[src/rtl/dmw_xlat_pkg.sv]
package dmw_xlat_pkg;

    localparam int XLEN = 64;

    // access kinds
    localparam logic [1:0] ACC_LOAD  = 2'd0;
    localparam logic [1:0] ACC_STORE = 2'd1;
    localparam logic [1:0] ACC_FETCH = 2'd2;

    // failure codes reported back by the TLB stage
    localparam logic [2:0] TF_NONE    = 3'd0;
    localparam logic [2:0] TF_MISS    = 3'd1;
    localparam logic [2:0] TF_INVALID = 3'd2;
    localparam logic [2:0] TF_DIRTY   = 3'd3;
    localparam logic [2:0] TF_RINH    = 3'd4;
    localparam logic [2:0] TF_XINH    = 3'd5;
    localparam logic [2:0] TF_PRIV    = 3'd6;

    // exception causes
    localparam logic [5:0] CA_LOAD_INV  = 6'd1;
    localparam logic [5:0] CA_STORE_INV = 6'd2;
    localparam logic [5:0] CA_FETCH_INV = 6'd3;
    localparam logic [5:0] CA_MODIFY    = 6'd4;
    localparam logic [5:0] CA_READ_INH  = 6'd5;
    localparam logic [5:0] CA_EXEC_INH  = 6'd6;
    localparam logic [5:0] CA_PRIV      = 6'd7;
    localparam logic [5:0] CA_ADDR_F    = 6'd8;
    localparam logic [5:0] CA_ADDR_M    = 6'd9;

    // route bit positions
    localparam int RT_DIRECT = 0;
    localparam int RT_WINDOW = 1;
    localparam int RT_FAULT  = 2;
    localparam int RT_TLB    = 3;

    // window configuration fields
    localparam int WC_KERN_EN   = 0;
    localparam int WC_USER_EN   = 3;
    localparam int SEG64_LSB    = 60;
    localparam int SEG32_LSB    = 29;
    localparam int SEG32_W      = 3;
    localparam int PSEG32_LSB   = 25;

    localparam logic [2:0] PERM_RWX = 3'b111;

    typedef struct packed {
        logic [3:0]      route;
        logic [XLEN-1:0] paddr;
        logic [2:0]      perm;
    } xlat_res_t;

    typedef struct packed {
        logic       valid;
        logic [5:0] code;
        logic       refill;
    } exc_res_t;

    function automatic logic [5:0] page_inv_cause(input logic [1:0] acc);
        if (acc == ACC_FETCH)      return CA_FETCH_INV;
        else if (acc == ACC_STORE) return CA_STORE_INV;
        else                       return CA_LOAD_INV;
    endfunction

    function automatic logic [5:0] addr_err_cause(input logic [1:0] acc);
        return (acc == ACC_FETCH) ? CA_ADDR_F : CA_ADDR_M;
    endfunction

endpackage

[src/rtl/dmw_win_match.sv]
module dmw_win_match
    import dmw_xlat_pkg::*;
#(
    parameter int VA_W = 48
) (
    input  logic [XLEN-1:0] cfg,
    input  logic [XLEN-1:0] vaddr,
    input  logic            user,
    input  logic            is64,
    output logic            hit,
    output logic [XLEN-1:0] paddr
);
    localparam int SEG64_W = XLEN - SEG64_LSB;

    logic enabled;
    logic seg_eq;

    always_comb begin
        enabled = user ? cfg[WC_USER_EN] : cfg[WC_KERN_EN];
        if (is64)
            seg_eq = (cfg[XLEN-1 -: SEG64_W] == vaddr[XLEN-1 -: SEG64_W]);
        else
            seg_eq = (cfg[SEG32_LSB +: SEG32_W] == vaddr[SEG32_LSB +: SEG32_W]);
        hit = enabled && seg_eq;

        paddr = '0;
        if (is64) begin
            paddr[VA_W-1:0] = vaddr[VA_W-1:0];
        end else begin
            paddr[SEG32_LSB-1:0]           = vaddr[SEG32_LSB-1:0];
            paddr[SEG32_LSB +: SEG32_W]    = cfg[PSEG32_LSB +: SEG32_W];
        end
    end
endmodule

[src/rtl/dmw_canon_chk.sv]
module dmw_canon_chk
    import dmw_xlat_pkg::*;
#(
    parameter int VA_W = 48
) (
    input  logic [XLEN-1:0] vaddr,
    output logic            ok
);
    localparam int EXT_W = 16;

    logic [EXT_W-1:0] ext;

    always_comb begin
        ext = vaddr[VA_W +: EXT_W];
        ok  = (&ext) || !(|ext);
    end
endmodule

[src/rtl/dmw_exc_map.sv]
module dmw_exc_map
    import dmw_xlat_pkg::*;
(
    input  logic       bad_valid,
    input  logic [1:0] bad_acc,
    input  logic       tf_valid,
    input  logic [2:0] tf_code,
    input  logic [1:0] tf_acc,
    output exc_res_t   res
);
    always_comb begin
        res = '0;
        if (bad_valid) begin
            res.valid = 1'b1;
            res.code  = addr_err_cause(bad_acc);
        end else if (tf_valid) begin
            res.valid = 1'b1;
            case (tf_code)
                TF_MISS: begin
                    res.code   = page_inv_cause(tf_acc);
                    res.refill = 1'b1;
                end
                TF_INVALID: res.code = page_inv_cause(tf_acc);
                TF_DIRTY:   res.code = CA_MODIFY;
                TF_RINH:    res.code = CA_READ_INH;
                TF_XINH:    res.code = CA_EXEC_INH;
                TF_PRIV:    res.code = CA_PRIV;
                default:    res.code = addr_err_cause(tf_acc);
            endcase
        end
    end
endmodule

[src/rtl/dmw_xlat_top.sv]
module dmw_xlat_top
    import dmw_xlat_pkg::*;
#(
    parameter int VA_W = 48,
    parameter int PA_W = 48,
    parameter int NWIN = 4
) (
    input  logic                 clk,
    input  logic                 rst,
    input  logic                 req_valid,
    input  logic [63:0]          req_vaddr,
    input  logic [1:0]           req_acc,
    input  logic                 req_da,
    input  logic                 req_pg,
    input  logic                 req_user,
    input  logic                 req_is64,
    input  logic [NWIN*64-1:0]   win_cfg,
    input  logic                 tlb_fail_valid,
    input  logic [2:0]           tlb_fail_code,
    input  logic [1:0]           tlb_fail_acc,
    output logic                 out_valid,
    output logic [3:0]           out_route,
    output logic [63:0]          out_paddr,
    output logic [2:0]           out_perm,
    output logic                 exc_valid,
    output logic [5:0]           exc_code,
    output logic                 exc_refill
);
    localparam logic [XLEN-1:0] PA_MASK = (PA_W >= XLEN) ? '1 : ((64'd1 << PA_W) - 64'd1);

    logic [NWIN-1:0] win_hit;
    logic [XLEN-1:0] win_pa [NWIN];
    logic            canon_ok;
    logic            direct;
    logic            any_hit;
    logic [XLEN-1:0] sel_pa;
    logic            bad_addr;
    xlat_res_t       nxt, cur;
    exc_res_t        exc_nxt, exc_cur;
    logic            valid_q;

    for (genvar k = 0; k < NWIN; k++) begin : g_win
        dmw_win_match #(.VA_W(VA_W)) u_match (
            .cfg   (win_cfg[k*64 +: 64]),
            .vaddr (req_vaddr),
            .user  (req_user),
            .is64  (req_is64),
            .hit   (win_hit[k]),
            .paddr (win_pa[k])
        );
    end

    dmw_canon_chk #(.VA_W(VA_W)) u_canon (
        .vaddr (req_vaddr),
        .ok    (canon_ok)
    );

    // lowest index wins: scan downward so the last assignment is the lowest hit
    always_comb begin
        sel_pa = '0;
        for (int k = NWIN - 1; k >= 0; k--) begin
            if (win_hit[k]) sel_pa = win_pa[k];
        end
        any_hit = |win_hit;
    end

    always_comb begin
        direct   = req_da && !req_pg;
        bad_addr = req_valid && !direct && !any_hit && req_is64 && !canon_ok;
        nxt      = '0;
        if (req_valid) begin
            if (direct) begin
                nxt.route[RT_DIRECT] = 1'b1;
                nxt.paddr            = req_vaddr & PA_MASK;
                nxt.perm             = PERM_RWX;
            end else if (any_hit) begin
                nxt.route[RT_WINDOW] = 1'b1;
                nxt.paddr            = sel_pa;
                nxt.perm             = PERM_RWX;
            end else if (bad_addr) begin
                nxt.route[RT_FAULT]  = 1'b1;
            end else begin
                nxt.route[RT_TLB]    = 1'b1;
            end
        end
    end

    dmw_exc_map u_exc (
        .bad_valid (bad_addr),
        .bad_acc   (req_acc),
        .tf_valid  (tlb_fail_valid),
        .tf_code   (tlb_fail_code),
        .tf_acc    (tlb_fail_acc),
        .res       (exc_nxt)
    );

    always_ff @(posedge clk) begin
        if (rst) begin
            cur     <= '0;
            exc_cur <= '0;
            valid_q <= 1'b0;
        end else begin
            cur     <= nxt;
            exc_cur <= exc_nxt;
            valid_q <= req_valid;
        end
    end

    assign out_valid  = valid_q;
    assign out_route  = cur.route;
    assign out_paddr  = cur.paddr;
    assign out_perm   = cur.perm;
    assign exc_valid  = exc_cur.valid;
    assign exc_code   = exc_cur.code;
    assign exc_refill = exc_cur.refill;

    a_r1_reset_clears: assert property (@(posedge clk) disable iff (rst)
        $past(rst) |-> (out_route == 4'b0 && !exc_valid && !out_valid));

    a_r10_route_onehot: assert property (@(posedge clk) disable iff (rst)
        $onehot0(out_route));

    a_r10_valid_has_route: assert property (@(posedge clk) disable iff (rst)
        out_valid == (|out_route));

    a_r2_direct_full_perm: assert property (@(posedge clk) disable iff (rst)
        out_route[RT_DIRECT] |-> (out_perm == PERM_RWX));

    a_r6_window_full_perm: assert property (@(posedge clk) disable iff (rst)
        out_route[RT_WINDOW] |-> (out_perm == PERM_RWX));

    a_r7_fault_raises_addr_err: assert property (@(posedge clk) disable iff (rst)
        out_route[RT_FAULT] |-> (exc_valid && (exc_code == CA_ADDR_F || exc_code == CA_ADDR_M)));

    a_r7_tlb_route_no_perm: assert property (@(posedge clk) disable iff (rst)
        out_route[RT_TLB] |-> (out_perm == 3'b0 && out_paddr == '0));

    a_r8_refill_is_page_inv: assert property (@(posedge clk) disable iff (rst)
        exc_refill |-> (exc_valid && exc_code >= CA_LOAD_INV && exc_code <= CA_FETCH_INV));

    a_r10_fault_beats_tlb: assert property (@(posedge clk) disable iff (rst)
        out_route[RT_FAULT] |-> !exc_refill);

endmodule

[config.mk]
export PLATFORM = sky130hd
export DESIGN_NAME = dmw_xlat_top
export DESIGN_NICKNAME = d
export VERILOG_FILES = /design/src/rtl/dmw_xlat_pkg.sv /design/src/rtl/dmw_win_match.sv /design/src/rtl/dmw_canon_chk.sv /design/src/rtl/dmw_exc_map.sv /design/src/rtl/dmw_xlat_top.sv
export SDC_FILE = /design/constraint.sdc
export NUM_CORES = 1
export LEC_CHECK = 0
export BUFFER_PORTS_ARGS = -buffer_cell sky130_fd_sc_hd__buf_2
export CAP_MARGIN = 20
export CORE_AREA = 2 2 161 163
export CTS_CLUSTER_DIAMETER = 60
export DETAILED_ROUTE_END_ITERATION = 12
export DIE_AREA = 0 0 163 165
export GPL_ROUTABILITY_DRIVEN = 0
export PLACE_DENSITY = 0.35
export SYNTH_ARGS = -nofsm -noshare
export SYNTH_HDL_FRONTEND = slang
export SYNTH_SLANG_ARGS = --single-unit
[constraint.sdc]
create_clock -name clk -period 5.9 [get_ports clk]
set_input_delay 0.59 -clock clk [delete_from_list [all_inputs] [get_ports clk]]
set_output_delay 0.59 -clock clk [all_outputs]
set_load 0.1 [all_outputs]
* Word-level counts from Yosys, hierarchy flattened *
Index checks and enable logic that the tools add are counted.

storage, ports and cells
  bits in read-only memories = 0
  bits in writable memories = 0
  latch bits = 0
  word-level logic and storage cells = 85
  memories kept = 0
  flip-flop bits (word level) = 80
  output and inout port bits = 80
  bits of input ports = 335

cells by class
  bitwise operators = 3
  magnitude comparators = 0
  $mul = 0
  equality and inequality tests = 17
  muxes and demuxes = 31
  $add $sub $neg = 0
  reduce and logical (&&, ||, !) cells = 24
  div/mod/pow operators = 0
  shift-type cells = 0

operator list
  operator            count
  $mux 48             4
  $mux 32             4
  $mux 51             2
  $pmux 6 s5          1
  $eq 4x4->1          4
  $mux 16             1
  $reduce_and 16->1   1
  $reduce_or 16->1    1
  $mux 1              15
  $reduce_or 7->1     2
  $eq 3x3->1          4
  $eq 3x3->1 const B  3
  $logic_and 1x1->1   9
  $mux 8              1
  $mux 7              1
  $eq 3x2->1 const B  2
  $mux 6              1
  $reduce_or 3->1     2
  $logic_not 1->1     5
  $eq 2x2->1 const B  2
  $reduce_or 2->1     2
  $reduce_or 4->1     1
  $eq 3x1->1 const B  1
  $not 1->1           3
  other kinds (3)     3

* Longest topological paths before layout *
  word-level depth = 9
  depth in mapped cells = 8
  depth with buffers taken out = 8

* Modules after synthesis *
From an unflattened synthesis, not the netlist that was laid out.

unflattened totals
  cells, all modules = 749
  area total of the unflattened synthesis = 6,283.5 um2

by module, submodules not included
  module         seq. area each (um2)  instances  area each (um2)  cells an instance
  dmw_xlat_top   1,561.5               1          3,560.9          394
  dmw_win_match  0.0                   4          615.6            79
  dmw_exc_map    0.0                   1          192.7            28
  dmw_canon_chk  0.0                   1          67.6             11

* Least setup slack after synthesis *
No wires, ideal clock.

  kind = input-to-reg
  start point = in req_vaddr[63]
  end point = reg exc_cur (netlist bit exc_code[0])
  stages on the path = 8
  arrival = 2.404 ns
  path slack = 3.374 ns
  buffers on the path = 2
  library setup time = 0.121 ns
  cell sequence = buf_2 -> xnor2_1 -> nand3_1 -> o22ai_4 -> or3b_4 -> or4b_1 -> buf_2 -> mux2_4

on the way
  word-level cells in the longest chain between the ends = 9

RTL lines
  what                            line                 source
  from (decl)                     dmw_xlat_top.sv:11   input logic [63:0] req_vaddr,
  $eq 4x4->1                      dmw_win_match.sv:21  seg_eq = (cfg[XLEN-1 -: SEG64_W] == vaddr[XLEN-1 -: SEG64_W]);
  $mux 1                          dmw_win_match.sv:20  if (is64)
  $logic_and 1x1->1               dmw_win_match.sv:24  hit = enabled && seg_eq;
  $reduce_or 4->1                 dmw_xlat_top.sv:64   any_hit = |win_hit;
  $logic_not 1->1                 dmw_xlat_top.sv:69   bad_addr = req_valid && !direct && !any_hit && req_is64 && !canon_ok;
  $logic_and 1x1->1 (2 in a row)  dmw_xlat_top.sv:69
  $logic_and 1x1->1 (*)           dmw_xlat_top.sv:69
  $mux 7 (*)                      dmw_exc_map.sv:13    if (bad_valid) begin
  to (signal assigned)            dmw_xlat_top.sv:104  exc_cur <= exc_nxt;
  to (decl)                       dmw_xlat_top.sv:39   exc_res_t exc_nxt, exc_cur;

Mark *: on every way between the ends. The rest lies on a longest branch, timed or not.
A chain may end at the register's enable or synchronous reset.

* Worst setup path in the final report *
  start point = in req_vaddr[30]
  end point = reg cur (netlist bit out_paddr[37])

on the way
  word-level cells in the longest chain between the ends = 9

RTL lines
  what                  line                 source
  $eq 3x3->1            dmw_win_match.sv:23  seg_eq = (cfg[SEG32_LSB +: SEG32_W] == vaddr[SEG32_LSB +: SEG32_W]);
  $mux 1                dmw_win_match.sv:20
  $logic_and 1x1->1     dmw_win_match.sv:24
  $mux 48 (4 in a row)  dmw_xlat_top.sv:62   if (win_hit[k]) sel_pa = win_pa[k];
  $mux 51 (*)           dmw_xlat_top.sv:76   end else if (any_hit) begin
  $mux 51 (*)           dmw_xlat_top.sv:72   if (direct) begin
  to (signal assigned)  dmw_xlat_top.sv:103  cur <= nxt;
  to (decl)             dmw_xlat_top.sv:38   xlat_res_t nxt, cur;

Marks and branches as above.

==> flow_metrics.env <==
export IMPL_htreeDepth=3
export IMPL_cts_made_buffers=9
export IMPL_crit_fanout=46
export IMPL_whs_endpoint="out_paddr[19]"
export IMPL_netlist_instances=276
export IMPL_p_int_mw=0.840
export IMPL_hold_depth=2
export IMPL_leakagePower_nw=2.02
export IMPL_ys_types=39
export IMPL_ctsResizeCount=0
export IMPL_timing_fmax_ghz=0.367
export IMPL_std_cell_rows=58
export IMPL_antenna_found_initial=0
export IMPL_overflow=0
export IMPL_place_ws_ns=2.74
export IMPL_crit_path_end_kind="flip-flop"
export IMPL_synth_area_leader_cell="dfxtp_1"
export IMPL_synth_area_leaders="dfxtp_1 45%, xnor2_1 6.9%, and2_1 6.8%"
export IMPL_post_synth_top_count_cell="dfxtp_1"
export IMPL_hold_class="input pin to flip-flop"
export IMPL_synth_compound_area_share_pct=7.20
export IMPL_clk_pin_slew_ns=0.05
export IMPL_path_cells="buf_2, xor2_1, nor4_2, o31a_1, o31a_1, buf_4, and3_1"
export IMPL_die_y_um=165
export IMPL_final_cells=789
export IMPL_maxCapViolations=0
export IMPL_grt_pass1_vias=2370
export IMPL_worstPathRequired_ns=6.15
export IMPL_synth_ff_type="dfxtp_1"
export IMPL_die_x_um=163
export IMPL_criticalPathCategory="input pin to flip-flop"
export IMPL_port_buffer_count=188
export IMPL_grt_pass1_wl_um=13200
export IMPL_totalWireLength_um=9190
export IMPL_hold_violations=0
export IMPL_cts_setup_buffers=0
export IMPL_vdd_drop_max_mv=0.129
export IMPL_drtIter0Drc=97
export IMPL_cts_max_path_buffers=2
export IMPL_hp_start="req_vaddr[19]"
export IMPL_path_buf_inv=2
export IMPL_drv_slew=0
export IMPL_nNetsFinal=793
export IMPL_synth_edf_count=0
export IMPL_root_buffer="clkbuf_16"
export IMPL_ant_nets=0
export IMPL_routedWlPerCell_um=11.6
export IMPL_ys_seq_area_share_pct=45.2
export IMPL_setup_viol=0
export IMPL_core_area_sq_um=25000
export IMPL_path_delay_family="simple AND/OR/NAND/NOR gates"
export IMPL_layout_min_cycle_time_ns=2.72
export IMPL_slowest_stage="nor4_2"
export IMPL_vias_per_cell=3.14
export IMPL_syn2layout_area_growth_pct=56.0
export IMPL_track_usage_pct=6.70
export IMPL_synth_fa_ha_area_share_pct=0.942
export IMPL_synth_async_reset_ratio_pct=0
export IMPL_synth_seq_cells=60
export IMPL_initial_utilization_pct=10.6
export IMPL_clock_sinks=60
export IMPL_max_stage_delay_ns=0.72
export IMPL_dieArea_sq_um=26900
export IMPL_synth_xor_area_share_pct=9.89
export IMPL_yosys_area_share_simple_pct=24.0
export IMPL_drt_pass1_iter_count=4
export IMPL_syn_area_per_cell_sq_um=9.63
export IMPL_power_frac_clock_pct=41.0
export IMPL_via_count=2474
export IMPL_num_antenna_cells=0
export IMPL_drc=0
export IMPL_cts_tree="built"
export IMPL_synth_common_cells="60 x dfxtp_1, 29 x and2_1, 21 x xnor2_1"
export IMPL_combPwrFrac_pct=25.0
export IMPL_dp_hpwl_um=7780
export IMPL_crit_path_start_kind="input pin"
export IMPL_cts_hold_buf=0
export IMPL_status="complete, no violations"
export IMPL_grt_max_degree=47
export IMPL_netlist_area_leader_share_pct=45.2
export IMPL_fin_crit_sh_pct=46.1
export IMPL_power_density_nw_per_um2=302
export IMPL_whs_ns=0.467
export IMPL_synth_top_family_by_area="simple AND/OR/NAND/NOR gates"
export IMPL_muxShareOfSynthArea_pct=3.39
export IMPL_ios=415
export IMPL_p_sw_mw=0.411
export IMPL_fin_setup_tns_ns=0
export IMPL_crit_arrival_ns=2.97
export IMPL_dp_cells=775
export IMPL_power_mw=1.25
export IMPL_fin_ws_ns=3.18
export IMPL_max_slew_margin_pct=44.2
export IMPL_crit_path_frequent_cell="o31a_1"
export IMPL_drive_gt1_share_pct=45.5
export IMPL_worst_slew_pin_slew_ns=0.831
export IMPL_synth_cell_area_sq_um=2660
export IMPL_seq_power_share_pct=34.0
export IMPL_rsz0062_at_grt="no"
export IMPL_yosysWarningCount=0
export IMPL_switching_share_pct=32.9
[cell usage in the layout, fill, tap and decap left out, types with 7 or more instances in the layout]
| cell type | Yosys | routed |
|---|---|---|
| nand2_1 | 9 | 9 |
| o21ai_1 | 7 | 7 |
| nand2b_1 | 7 | 7 |
| nor2_1 | 8 | 8 |
| conb_1 | 1 | 18 |
| clkbuf_16 | 0 | 9 |
| nor4_1 | 7 | 7 |
| xnor2_1 | 21 | 21 |
| buf_2 | 11 | 188 |
| and3_1 | 19 | 19 |
| xor2_1 | 9 | 9 |
| nand4_1 | 7 | 7 |
| dfxtp_1 | 60 | 60 |
| and2_1 | 29 | 29 |
[power by group through the flow]
stage	clock network [mW]	logic [mW]	registers, mW
after floorplan	0	0.135	0.547
after global placement	0	0.317	0.433
after detailed placement	0	0.317	0.433
after CTS	0.536	0.317	0.425
after global routing	0.550	0.332	0.426
final	0.513	0.313	0.425
[sequential cells by signal, summed over array words and instances, names as in the netlist]
signal,flops
exc_refill,1
out_valid,1
out_perm,1
exc_valid,1
exc_code,4
out_paddr,48
out_route,4
[cell type report]
class | count | area [sq um]
sequential | 60 | 1200
clock buffer | 12 | 256
multi-input combinational | 191 | 1270
timing repair buffer | 189 | 948
inverter | 5 | 18.8
fill | 2871 | 20900
clock inverter | 2 | 35.0
tap | 330 | 413
[kinds of logic after synthesis]
kind of cell / after synthesis
simple gates: 105
compound gates: 28
flops: 60
fa+ha+maj: 2
other cells: 1
mux: 8
buf+inv: 42
xor+xnor: 30
[through the flow]
stage          util, %  cell area, sq um
2_1_floorplan        -              2720
3_3_place_gp      15.4              3850
3_5_place_dp      15.4              3850
4_1_cts           16.6              4150
5_1_grt           16.6              4150
6_report          16.6              4150
[how the worst max path moves through the flow]
stage	start	to	slack (ns)	cells after the start
2_1_floorplan	req_vaddr[63]	exc_code[0]	3.37	8
3_3_place_gp	req_vaddr[30]	out_paddr[37]	2.71	7
3_5_place_dp	req_vaddr[30]	out_paddr[37]	2.74	7
4_1_cts	req_vaddr[30]	out_paddr[37]	3.08	7
5_1_grt	req_vaddr[30]	out_paddr[37]	2.96	7
6_report	req_vaddr[30]	out_paddr[37]	3.18	7
[metal layers]
layer  up-vias  wire length (um)  GRT usage (%)
met3        10               933           2.26
li1       1260                 -              -
met2       162              4250           11.3
met4         0               145           2.65
met1      1042              3870           7.84
met5         -                 0              0
(Power assumes the default switching activity.)
